==> src/rtl/pmd_pkg.sv <==
package pmd_pkg;

   localparam int MODE_W = 3;

   localparam logic [MODE_W-1:0] HM_LONG   = 3'b000;
   localparam logic [MODE_W-1:0] HM_STEP   = 3'b001;
   localparam logic [MODE_W-1:0] HM_HOLD   = 3'b011;
   localparam logic [MODE_W-1:0] HM_INLINE = 3'b100;
   localparam logic [MODE_W-1:0] HM_ONCE   = 3'b101;

   typedef enum logic [1:0] {
      HK_NONE,
      HK_BURST,
      HK_INLINE,
      HK_LONG
   } hdr_kind_e;

   typedef enum logic [1:0] {
      AM_STEP,
      AM_HOLD,
      AM_ONCE
   } addr_mode_e;

endpackage

==> src/rtl/pmd_seg_budget.sv <==
module pmd_seg_budget #(
   parameter int SEG_W = 16
) (
   input  logic             clk,
   input  logic             rst,
   input  logic             seg_start,
   input  logic [SEG_W-1:0] seg_len,
   input  logic             take,
   output logic             has_words
);

   logic [SEG_W-1:0] left_q;

   always_ff @(posedge clk) begin
      if (rst) begin
         left_q <= '0;
      end else if (seg_start && (left_q == '0)) begin
         left_q <= seg_len;
      end else if (take) begin
         left_q <= left_q - SEG_W'(1);
      end
   end

   assign has_words = (left_q != '0);

endmodule

==> src/rtl/pmd_hdr_decode.sv <==
module pmd_hdr_decode
   import pmd_pkg::*;
#(
   parameter int DATA_W   = 32,
   parameter int METHOD_W = 13,
   parameter int SUBCH_W  = 3,
   parameter int CNT_W    = 13,
   parameter int LCNT_W   = 16
) (
   input  logic [DATA_W-1:0]   word,
   output hdr_kind_e           d_kind,
   output addr_mode_e          d_amode,
   output logic [METHOD_W-1:0] d_meth,
   output logic [SUBCH_W-1:0]  d_sub,
   output logic [LCNT_W-1:0]   d_count,
   output logic [DATA_W-1:0]   d_imm
);

   localparam int SUB_LO  = METHOD_W;
   localparam int CNT_LO  = METHOD_W + SUBCH_W;
   localparam int MODE_LO = CNT_LO + CNT_W;

   logic [MODE_W-1:0] mode;
   logic [CNT_W-1:0]  field;

   assign mode   = word[MODE_LO +: MODE_W];
   assign field  = word[CNT_LO +: CNT_W];
   assign d_meth = word[0 +: METHOD_W];
   assign d_sub  = word[SUB_LO +: SUBCH_W];

   generate
      if (LCNT_W == CNT_W) begin : g_cnt_same
         assign d_count = field;
      end else begin : g_cnt_pad
         assign d_count = {{(LCNT_W-CNT_W){1'b0}}, field};
      end
      if (DATA_W == CNT_W) begin : g_imm_same
         assign d_imm = field;
      end else begin : g_imm_pad
         assign d_imm = {{(DATA_W-CNT_W){1'b0}}, field};
      end
   endgenerate

   always_comb begin
      d_kind  = HK_NONE;
      d_amode = AM_HOLD;
      unique case (mode)
         HM_STEP:   begin d_kind = HK_BURST;  d_amode = AM_STEP; end
         HM_HOLD:   begin d_kind = HK_BURST;  d_amode = AM_HOLD; end
         HM_ONCE:   begin d_kind = HK_BURST;  d_amode = AM_ONCE; end
         HM_INLINE: begin d_kind = HK_INLINE; d_amode = AM_HOLD; end
         HM_LONG:   begin d_kind = HK_LONG;   d_amode = AM_HOLD; end
         default:   begin d_kind = HK_NONE;   d_amode = AM_HOLD; end
      endcase
   end

endmodule

==> src/rtl/pmd_exec.sv <==
module pmd_exec
   import pmd_pkg::*;
#(
   parameter int DATA_W   = 32,
   parameter int METHOD_W = 13,
   parameter int SUBCH_W  = 3,
   parameter int LCNT_W   = 16
) (
   input  logic                clk,
   input  logic                rst,
   input  logic                fire,
   input  logic [DATA_W-1:0]   word,
   input  hdr_kind_e           d_kind,
   input  addr_mode_e          d_amode,
   input  logic [METHOD_W-1:0] d_meth,
   input  logic [SUBCH_W-1:0]  d_sub,
   input  logic [LCNT_W-1:0]   d_count,
   input  logic [DATA_W-1:0]   d_imm,
   input  logic                out_ready,
   output logic                out_valid,
   output logic [METHOD_W-1:0] out_method,
   output logic [DATA_W-1:0]   out_arg,
   output logic [SUBCH_W-1:0]  out_subch,
   output logic [LCNT_W-1:0]   out_remain,
   output logic [LCNT_W-1:0]   st_cnt,
   output logic                st_len_pend
);

   logic [METHOD_W-1:0] cur_meth;
   logic [SUBCH_W-1:0]  cur_sub;
   addr_mode_e          amode;

   always_ff @(posedge clk) begin
      if (rst) begin
         st_cnt      <= '0;
         st_len_pend <= 1'b0;
         amode       <= AM_STEP;
         cur_meth    <= '0;
         cur_sub     <= '0;
         out_valid   <= 1'b0;
         out_method  <= '0;
         out_arg     <= '0;
         out_subch   <= '0;
         out_remain  <= '0;
      end else begin
         if (out_valid && out_ready) begin
            out_valid <= 1'b0;
         end
         if (fire) begin
            if (st_len_pend) begin
               st_len_pend <= 1'b0;
               st_cnt      <= word[LCNT_W-1:0];
            end else if (st_cnt != '0) begin
               out_valid  <= 1'b1;
               out_method <= cur_meth;
               out_arg    <= word;
               out_subch  <= cur_sub;
               out_remain <= st_cnt;
               st_cnt     <= st_cnt - LCNT_W'(1);
               if (amode == AM_STEP) begin
                  cur_meth <= cur_meth + METHOD_W'(1);
               end else if (amode == AM_ONCE) begin
                  cur_meth <= cur_meth + METHOD_W'(1);
                  amode    <= AM_HOLD;
               end
            end else begin
               unique case (d_kind)
                  HK_BURST: begin
                     cur_meth <= d_meth;
                     cur_sub  <= d_sub;
                     st_cnt   <= d_count;
                     amode    <= d_amode;
                  end
                  HK_INLINE: begin
                     out_valid  <= 1'b1;
                     out_method <= d_meth;
                     out_arg    <= d_imm;
                     out_subch  <= d_sub;
                     out_remain <= '0;
                     cur_meth   <= d_meth;
                     cur_sub    <= d_sub;
                     amode      <= AM_HOLD;
                  end
                  HK_LONG: begin
                     cur_meth    <= d_meth;
                     cur_sub     <= d_sub;
                     amode       <= AM_HOLD;
                     st_len_pend <= 1'b1;
                  end
                  default: begin
                  end
               endcase
            end
         end
      end
   end

endmodule

==> src/rtl/pbuf_method_decoder.sv <==
module pbuf_method_decoder
   import pmd_pkg::*;
#(
   parameter int DATA_W   = 32,
   parameter int METHOD_W = 13,
   parameter int SUBCH_W  = 3,
   parameter int CNT_W    = 13,
   parameter int LCNT_W   = 16,
   parameter int SEG_W    = 16
) (
   input  logic                clk,
   input  logic                rst,
   input  logic                seg_start,
   input  logic [SEG_W-1:0]    seg_len,
   input  logic                in_valid,
   input  logic [DATA_W-1:0]   in_data,
   output logic                in_ready,
   output logic                out_valid,
   input  logic                out_ready,
   output logic [METHOD_W-1:0] out_method,
   output logic [DATA_W-1:0]   out_arg,
   output logic [SUBCH_W-1:0]  out_subch,
   output logic [LCNT_W-1:0]   out_remain
);

   localparam int HDR_BITS = MODE_W + CNT_W + SUBCH_W + METHOD_W;

   generate
      if (HDR_BITS != DATA_W) begin : g_bad_layout
         $error("header fields must fill the command word exactly");
      end
      if (LCNT_W < CNT_W || LCNT_W > DATA_W) begin : g_bad_lcnt
         $error("long count width must lie between header count and word width");
      end
      if (SEG_W < 1) begin : g_bad_seg
         $error("segment length width must be positive");
      end
   endgenerate

   logic                seg_has_words;
   logic                fire;
   hdr_kind_e           d_kind;
   addr_mode_e          d_amode;
   logic [METHOD_W-1:0] d_meth;
   logic [SUBCH_W-1:0]  d_sub;
   logic [LCNT_W-1:0]   d_count;
   logic [DATA_W-1:0]   d_imm;
   logic [LCNT_W-1:0]   st_cnt;
   logic                st_len_pend;

   assign in_ready = seg_has_words && (!out_valid || out_ready);
   assign fire     = in_valid && in_ready;

   pmd_seg_budget #(
      .SEG_W (SEG_W)
   ) budget_i (
      .clk       (clk),
      .rst       (rst),
      .seg_start (seg_start),
      .seg_len   (seg_len),
      .take      (fire),
      .has_words (seg_has_words)
   );

   pmd_hdr_decode #(
      .DATA_W   (DATA_W),
      .METHOD_W (METHOD_W),
      .SUBCH_W  (SUBCH_W),
      .CNT_W    (CNT_W),
      .LCNT_W   (LCNT_W)
   ) dec_i (
      .word    (in_data),
      .d_kind  (d_kind),
      .d_amode (d_amode),
      .d_meth  (d_meth),
      .d_sub   (d_sub),
      .d_count (d_count),
      .d_imm   (d_imm)
   );

   pmd_exec #(
      .DATA_W   (DATA_W),
      .METHOD_W (METHOD_W),
      .SUBCH_W  (SUBCH_W),
      .LCNT_W   (LCNT_W)
   ) exec_i (
      .clk         (clk),
      .rst         (rst),
      .fire        (fire),
      .word        (in_data),
      .d_kind      (d_kind),
      .d_amode     (d_amode),
      .d_meth      (d_meth),
      .d_sub       (d_sub),
      .d_count     (d_count),
      .d_imm       (d_imm),
      .out_ready   (out_ready),
      .out_valid   (out_valid),
      .out_method  (out_method),
      .out_arg     (out_arg),
      .out_subch   (out_subch),
      .out_remain  (out_remain),
      .st_cnt      (st_cnt),
      .st_len_pend (st_len_pend)
   );

endmodule

==> config.mk <==
export PLATFORM = sky130hd
export DESIGN_NAME = pbuf_method_decoder
export DESIGN_NICKNAME = d
export VERILOG_FILES = /design/src/rtl/pmd_pkg.sv /design/src/rtl/pmd_seg_budget.sv /design/src/rtl/pmd_hdr_decode.sv /design/src/rtl/pmd_exec.sv /design/src/rtl/pbuf_method_decoder.sv
export SDC_FILE = /design/constraint.sdc
export NUM_CORES = 1
export LEC_CHECK = 0
export ABC_AREA = 0
export BUFFER_PORTS_ARGS = -buffer_cell sky130_fd_sc_hd__buf_2
export CORE_AREA = 8 8 117 119
export CTS_CLUSTER_DIAMETER = 30
export DETAILED_ROUTE_END_ITERATION = 8
export DIE_AREA = 0 0 125 127
export GPL_TIMING_DRIVEN = 1
export PLACE_DENSITY = 0.75
export SKIP_LAST_GASP = 1
export SLEW_MARGIN = 10
export SYNTH_ARGS = -nofsm -noshare
export SYNTH_HDL_FRONTEND = slang
export SYNTH_SLANG_ARGS = --single-unit
==> constraint.sdc <==
create_clock -name clk -period 2.4 [get_ports clk]
set_clock_uncertainty 0.2 [all_clocks]
set_input_delay 0.48 -clock clk [delete_from_list [all_inputs] [get_ports clk]]
set_output_delay 0.48 -clock clk [all_outputs]
set_load 0.01 [all_outputs]
# [Word-level counts from Yosys, hierarchy flattened]
# Cells that the tools add are included.
[totals] reg_bits=116 in_bits=53 out_inout_bits=66 wordCells=82
[classes] reduce_logical=24 mux=31 n_addsub=3 bitwise=2 n_eq_ne=11
[ops] cell="16-bit two-way mux" count=7
[ops] cell="13-bit two-way mux" count=6
[ops] cell="32-bit two-way mux" count=2
[ops] cell="16-bit nonzero test" count=2
[ops] cell="16-bit by 1-bit subtractor with 16-bit output (second input constant)" count=2
[ops] cell="16-bit zero test" count=1
[ops] cell="13-bit by 1-bit adder with 13-bit output (second input constant)" count=1
[ops] cell="1-bit two-way mux" count=8
[ops] cell="2-bit case mux with 2 select lines" count=2
[ops] cell="4-bit AND reduction" count=2
[ops] cell="2-bit equality test (second input constant)" count=3
[ops] cell="3-bit equality test (second input constant)" count=2
[ops] cell="2-bit two-way mux" count=3
[ops] cell="3-bit two-way mux" count=2
[ops] cell="2-bit case mux with 3 select lines" count=1
[ops] cell="2-bit nonzero test" count=3
[ops] cell="3-bit nonzero test" count=2
[ops] cell="3-bit OR reduction" count=2
[ops] cell="5-bit AND reduction" count=1
[ops] cell="1-bit logical AND" count=4
[ops] cell="2-bit != test (second input constant)" count=2
[ops] cell="3-bit by 1-bit equality test with 1-bit output (second input constant)" count=1
[ops] cell="3-bit by 2-bit equality test with 1-bit output (second input constant)" count=1
[ops] cell="3-bit zero test" count=1
[ops] cell="other kinds (9)" count=10

# [Depth between registers and ports, before layout]
# Gate-level depths: netlist of the first run.
[depth] word_depth=8 mapped_depth=11 ltp_nobuf=8

# [Cells and area by module]
# A second synthesis of the first run with hierarchy kept.
[unflattened] hier_cells=828 area_unflattened_um2=6520.0
[by_module_without_submodules] mod="pmd_exec" cells_each=635 n_inst=1 area_each_um2=5027.3 seq_area_each_um2=2001.9
[by_module_without_submodules] mod="pmd_seg_budget" cells_each=119 n_inst=1 area_each_um2=957.2 seq_area_each_um2=320.3
[by_module_without_submodules] mod="pmd_hdr_decode" cells_each=71 n_inst=1 area_each_um2=516.7 seq_area_each_um2=0.0
[by_module_without_submodules] mod="pbuf_method_decoder" cells_each=3 n_inst=1 area_each_um2=18.8 seq_area_each_um2=0.0

# [Worst setup path after synthesis of the first run]
# Ideal clock, no wire load.
[synth_path] path_type="register to register" startpoint="register budget_i.left_q[0]" endpoint="register exec_i.cur_meth[1]" n_path_buf=3 path_slack_ns=-0.187 arrival_time_ns=2.299 path_stages_with_launch=12 period_less_slack_ns=2.587 setup_ns=0.088 required_ns=2.112 path_cell_list="dfxtp_1 -> inv_1 -> ha_1 -> nor4b_1 -> and4_1 -> clkbuf_1 -> or3_1 -> buf_2 -> a211oi_4 -> buf_6 -> nor2_1 -> a311oi_2"
[synth_between] elab_chain_cells=4
[synth_rtl] element="start: declaration" line_no="pmd_seg_budget.sv:12" source="logic [SEG_W-1:0] left_q;"
[synth_rtl] element="start signal: assignment" line_no="pmd_seg_budget.sv:18" source="left_q <= seg_len;"
[synth_rtl] element="start signal: assignment" line_no="pmd_seg_budget.sv:20" source="left_q <= left_q - SEG_W'(1);"
[synth_rtl] element="16-bit nonzero test" line_no="pmd_seg_budget.sv:24" source="assign has_words = (left_q != '0);"
[synth_rtl] element="1-bit logical AND" line_no="pbuf_method_decoder.sv:51" source="assign in_ready = seg_has_words && (!out_valid || out_ready);"
[synth_rtl] element="1-bit logical AND" line_no="pbuf_method_decoder.sv:52" source="assign fire = in_valid && in_ready;"
[synth_rtl] element="4-bit AND reduction (no source line)"
[synth_rtl] element="end signal: assignment" line_no="pmd_exec.sv:61" source="cur_meth <= cur_meth + METHOD_W'(1);"
[synth_rtl] element="end signal: assignment" line_no="pmd_exec.sv:63" source="cur_meth <= cur_meth + METHOD_W'(1);"
[synth_rtl] element="end signal: assignment" line_no="pmd_exec.sv:69" source="cur_meth <= d_meth;"
[synth_rtl] element="end: declaration" line_no="pmd_exec.sv:29" source="logic [METHOD_W-1:0] cur_meth;"
# No other way between the ends.
# A chain may end at the register's enable or synchronous reset.

# [Worst setup path in the final report of the first run]
[layout_path] startpoint="register budget_i.left_q[8]" endpoint="output port in_ready"
[layout_between] elab_chain_cells=2
[layout_rtl] element="16-bit nonzero test" line_no="pmd_seg_budget.sv:24"
[layout_rtl] element="1-bit logical AND" line_no="pbuf_method_decoder.sv:51"
[layout_rtl] element="end: declaration" line_no="pbuf_method_decoder.sv:17" source="output logic in_ready,"
# No other way between the ends.

==> run_results.csv, run 1 <==
group,metric,value,unit
outcome,status,"finished with violations",
outcome,violations,"setup timing",
run,max_cap_viol_count,0,
floorplan,rows,40,
floorplan,initial_core_util,48.7,%
drt,drtAntennaViolNets,0,
logic_synthesis,synthCells,724,
sta,setup_violations,39,
logic_synthesis,synth.largest_area_cell,"dfxtp_1",
sta,grt_setup_unrepaired,"yes",
cts,clockRootBuffer,"clkbuf_16",
final_layout,antenna_cells,0,
floorplan,fp.dieH,127,µm
sta,hold_viol,0,
drt,drt-initial-drc-count,759,
drt,drt_wl_total,20800,µm
logic_synthesis,synth_edf_count,0,
logic_synthesis,post_synth.cell_area_avg,7.95,µm²
sta,max-slew-margin-rel,60.3,%
logic_synthesis,post-synth-top-count-cell,"dfxtp_1",
logic_synthesis,yosys-top-cells-count,"dfxtp_1, nand2_1, nor2_1, a21oi_1, a22oi_1",
logic_synthesis,synth_seq_cells,116,
place,dp_hpwl,14300,µm
setup_path,cp.arrival,1.81,ns
drt,drt_first_pass_iters,5,
cts,numCtsBuffers,17,
cts,clk_latency,0.42,ns
setup_path,critPathMaxFanout,5,
floorplan,dieArea,15900,µm²
pwr,peakVddDrop,0.834,mV
global_routing,globalRoute.totalOverflow,0,
logic_synthesis,synth_cell_types,59,
final_layout,drive_gt1_share,34.9,%
sta,fmax,401,MHz
pwr,p_per_area,1660,nW/µm²
cts,htree_levels,4,
sta,slew_viol_final,0,
floorplan,num_io_pins,119,
logic_synthesis,synth_fp_nets,782,
global_routing,grt_pass1_wl,31900,µm
place,gp_congestion,0.915,
place,io_buffers,118,
global_routing,antenna_found_initial,0,
floorplan,fp.dieW,125,µm
final_layout,fin_nets,964,
logic_synthesis,synthArstFlopShare,0,%
floorplan,core_area,11800,µm²
cts,clock_path_buffers,2,
logic_synthesis,netlist_area,5750,µm²
final_layout,nFillCells,929,
cts,cts_tree,"done",
place,dpl_worst_slack,-0.154,ns
setup_path,rrSetupSlack,-0.06,ns
sta,fin_crit_sh,104,%
global_routing,grt_max_degree,49,
global_routing,first_global_vias,6255,
cts,cts_num_sinks,116,
setup_path,endpoint_kind,"output port",
drt,drc,0,
sta,min_period,2.49,ns
logic_synthesis,synth_area_leaders,"dfxtp_1, nand2_1, nor2_1, a311oi_1, a22oi_1",
logic_synthesis,ys_warn_count,0,
final_layout,syn2layout_area_growth,39.7,%
cts,cts.reportedPaths.clkPinSlew,0.05,ns
setup_path,start_kind,"flip-flop",
global_routing,grt_usage,24.8,%
sta,tightest_slew,0.595,ns
setup_path,path_class,"reg -> out",
logic_synthesis,ys.flop_type,"dfxtp_1",
drt,vias_per_cell,6.07,
logic_synthesis,ys_seq_area_share,40.4,%
sta,worst_slack,-0.0915,ns
setup_path,required,1.72,ns
logic_synthesis,synth_top_area_share,40.4,%
pwr,p_total,13.4,mW
hold_path,min_path_type,"in -> reg",
drt,vias,6471,
drt,post_drt_wl_per_cell,19.5,µm
pwr,p_leak,3.34,nW
cts,cts-hold-fix-buffers,0,
==> cell families (layout without fill, tap and decap cells) <==
| logic type | Yosys count | in the layout | share of synthesized area, % |
|---|---|---|---|
| compound gates | 194 | 194 | 23.7 |
| xor+xnor | 13 | 13 | 1.98 |
| fa+ha+maj | 5 | 5 | 1.09 |
| buf+inv | 70 | 265 | 5.65 |
| flops | 116 | 116 | 40.4 |
| mux | 4 | 4 | 0.718 |
| simple gates | 322 | 322 | 26.5 |
==> cell usage in the layout (no fill, tap or decap), types with 9 or more instances in the layout <==
cell type	count
clkbuf_16	18
nand2b_1	12
nor3_1	12
a311oi_1	32
dfxtp_2	9
nor2_1	102
buf_4	84
nand2_1	112
nand3_1	9
inv_1	9
a211oi_1	11
a22oi_1	35
dfxtp_1	106
buf_2	117
a21oi_1	47
o21ai_0	23
==> where the power goes <==
part | internal [mW] | switching (mW)
clock network | 1.66 | 0.887
logic | 3.56 | 4.23
registers | 2.54 | 0.490
==> metal layers <==
layer	vias up	GRT usage [%]	part of all wire [%]
met5	-	0	0
met4	0	11.8	3.1
met3	66	7.53	9.4
met2	365	41.0	48
met1	3061	29.1	40
li1	2979	-	-
==> area by class of cell <==
class / count / area, µm² / share of cell area [%]
Clock buffer: 24 / 502 / 6.24
Clock inverter: 8 / 97.6 / 1.21
Sequential cell: 116 / 2340 / 29.1
Timing Repair Buffer: 220 / 1510 / 18.8
Inverter: 13 / 48.8 / 0.607
Tap cell: 147 / 184 / 2.29
Multi-Input combinational cell: 538 / 3360 / 41.8
==> worst max-delay path: stages, from the launching register on <==
cell	delay, ns
dfxtp_4	0.36
nor4_4	0.27
buf_4	0.16
and4_4	0.23
buf_6	0.11
buf_6	0.10
a21oi_2	0.03
buf_2	0.14
==> what timing repair did <==
item,in CTS,in global routing
buffers inserted,9,5
pin swaps,6,23
endpoints found under the setup margin,104,97
cloned,1,2
resized for setup,21,57
==> final timing paths <==
check	start	to	depth (start not counted)
max reg2reg	budget_i.left_q[1]	exec_i.out_arg[6]	11
max	budget_i.left_q[8]	in_ready	7
min	seg_len[7]	budget_i.left_q[7]	3
min reg2reg	exec_i.out_remain[13]	exec_i.out_remain[13]	2
==> through the flow <==
step	instances	setup TNS, ns	cell area, µm²	hold slack, ns	utilization [%]
global route	1066	-6.75	8040	0.106	68.0
detailed placement	1017	-4.21	6960	0.250	59.0
floorplan	724	-0.0299	5770	0.241	-
global placement	1017	-1.65	6960	0.243	59.0
CTS	1059	-0.0742	7760	0.0831	65.7
finish	1066	-1.18	8040	0.0991	68.0
==> state kept, by name (all words and copies together) (netlist names) <==
signal,cells
exec_i.out_remain,16
exec_i.amode,2
exec_i.cur_sub,3
exec_i.out_subch,3
exec_i.cur_meth,13
exec_i.out_method,13
exec_i.st_cnt,16
exec_i.out_valid,1
exec_i.out_arg,32
exec_i.st_len_pend,1
budget_i.left_q,16
Note: power is estimated with default switching activity, not from simulation.
==> run 2: changes to the inputs <==
- CORE_AREA: 8 8 117 119 -> 8 8 112 114
- DIE_AREA: 0 0 125 127 -> 0 0 120 122
- PLACE_DENSITY: 0.75 -> 0.78
- clock period: 2.4 -> 2.9 ns (I/O delays scaled with it)
==> run 2 against run 1 <==
Compared with the run above:
- the flow now finishes without violations
- clock power is 22% lower
- register-to-register slack better by 0.25 ns
- combinational power is 39% lower
- design area is 12% lower
- flip-flop and latch count stayed put
- sequential share of layout area is 3.6 points higher
- die area is 7.8% lower
- largest power group unchanged
==> run_results.csv, run 2 (synthesis gave the netlist of run 1 again) <==
group,metric,value,unit
outcome,status,"finished, final reports clean",
sta,max-slew-margin-rel,46.2,%
pwr,p_per_area,1300,nW/µm²
global_routing,first_global_vias,5725,
drt,drtAntennaViolNets,0,
final_layout,layout_commonest_cell,"buf_2",
pwr,peakVddDrop,0.614,mV
floorplan,dieArea,14600,µm²
setup_path,endpoint_kind,"output port",
run,max_cap_viol_count,0,
final_layout,fin_nets,894,
sta,fin_tns_setup,0,ns
final_layout,top_register,"exec_i.out_arg",
final_layout,mostFrequentLayoutCells,"buf_2, dfxtp_1, nand2_1, nor2_1, a21oi_1",
cts,cts_tree,"done",
final_layout,largest_reg_flops,32,
setup_path,max_stage_delay,0.42,ns
cts,numCtsBuffers,17,
cts,cts.reportedPaths.clkPinSlew,0.05,ns
place,gp_congestion,0.918,
sta,setup_violations,0,
floorplan,rows,38,
drt,vias,6063,
floorplan,num_io_pins,119,
drt,drt_first_pass_iters,6,
global_routing,grt_max_degree,47,
global_routing,globalRoute.totalOverflow,0,
cts,cts_setup_buffers,0,
setup_path,start_kind,"flip-flop",
cts,htree_levels,4,
floorplan,fp.dieH,122,µm
place,dp_hpwl,13100,µm
drt,post_drt_wl_per_cell,18.5,µm
cts,cts_num_sinks,116,
drt,vias_per_cell,6.13,
floorplan,core_area,10700,µm²
global_routing,grt_usage,24.5,%
drt,drt-initial-drc-count,678,
drt,drt_wl_total,18300,µm
setup_path,cp.arrival,1.99,ns
sta,hold_viol,0,
pwr,p_total,9.25,mW
sta,min_period,2.77,ns
global_routing,grt_pass1_wl,29100,µm
setup_path,slowest_stage,"dfxtp_1",
place,io_buffers,118,
floorplan,initial_core_util,53.8,%
final_layout,antenna_cells,0,
setup_path,critPathMaxFanout,6,
sta,worst_slack,0.126,ns
cts,clock_path_buffers,2,
cts,clockRootBuffer,"clkbuf_8",
final_layout,syn2layout_area_growth,23.4,%
place,dpl_worst_slack,0.183,ns
hold_path,min_path_type,"in -> reg",
sta,fmax,361,MHz
drt,drc,0,
sta,slew_viol_final,0,
floorplan,fp.dieW,120,µm
sta,grt_setup_unrepaired,"no",
global_routing,antenna_found_initial,0,
sta,tightest_slew,0.796,ns
setup_path,required,2.12,ns
setup_path,path_cells,"inv_1 -> ha_1 -> nor4b_1 -> and4_1 -> a21oi_1 -> buf_2",
sta,fin_crit_sh,95.6,%
pwr,p_leak,2.88,nW
cts,clk_latency,0.53,ns
final_layout,drive_gt1_share,24.1,%
setup_path,path_class,"reg -> out",
-- run 2: changes by cell type in the layout (fill, tap and decap cells not counted), moves of 4 or more --
cell	change
dfxtp_1	+9
nor2_1	+5
nor4_1	+4
dfxtp_2	-8
buf_6	-8
inv_2	-4
nor4_4	-4
a211oi_1	+4
buf_4	-54
inv_1	+4
-- run 2: layout make-up --
type | count | area (µm²)
multi-input combinational | 538 | 3120
timing repair buffer | 150 | 871
clock buffer | 22 | 453
tap | 140 | 175
sequential | 116 | 2320
inverter | 13 | 48.8
clock inverter | 10 | 106
fill | 889 | 3600
-- run 2: timing repair --
action	in CTS	in global routing
hold buffers	0	0
endpoints found under the setup margin	0	3
resized for setup	0	3
-- run 2: power breakdown --
group,switching (mW),internal (mW),leakage [nW]
combinational,2.88,1.87,1.65
clock,0.732,1.26,0.278
sequential,0.415,2.09,0.950
-- run 2: worst max-delay path: cells and delay by family, from the launching register on --
| kind | cells | cell delay [ns] |
|---|---|---|
| compound gates | 1 | 0.18 |
| fa+ha+maj | 1 | 0.21 |
| buf+inv | 2 | 0.26 |
| flops | 1 | 0.42 |
| simple gates | 2 | 0.41 |
-- run 2: path summary, 6_finish.rpt --
kind | from | to | slack [ns] | depth (start not counted)
setup / recovery | budget_i.left_q[1] | in_ready | 0.13 | 6
hold / removal | seg_len[12] | budget_i.left_q[12] | 0.11 | 3
setup reg to reg | exec_i.st_cnt[0] | exec_i.st_cnt[5] | 0.19 | 7
hold reg to reg | exec_i.out_remain[13] | exec_i.out_remain[13] | 0.25 | 2
-- run 2: metal layers --
layer  track usage, %  vias to the layer above  share of wire, %
li1                 -                     2839                 -
met1             31.6                     2815                41
met2             37.6                      360                45
met3             6.71                       49                11
met4             11.2                        0               2.9
met5                0                        -                 0
-- run 2: metrics by stage --
step / utilization (%) / instances / hold slack (ns) / area (µm²)
after floorplan: - / 724 / 0.241 / 5750
after global placement: 61.0 / 957 / 0.247 / 6530
after detailed placement: 61.0 / 957 / 0.248 / 6530
after CTS: 66.2 / 989 / 0.0975 / 7090
after global routing: 66.4 / 989 / 0.118 / 7100
final: 66.4 / 989 / 0.107 / 7100
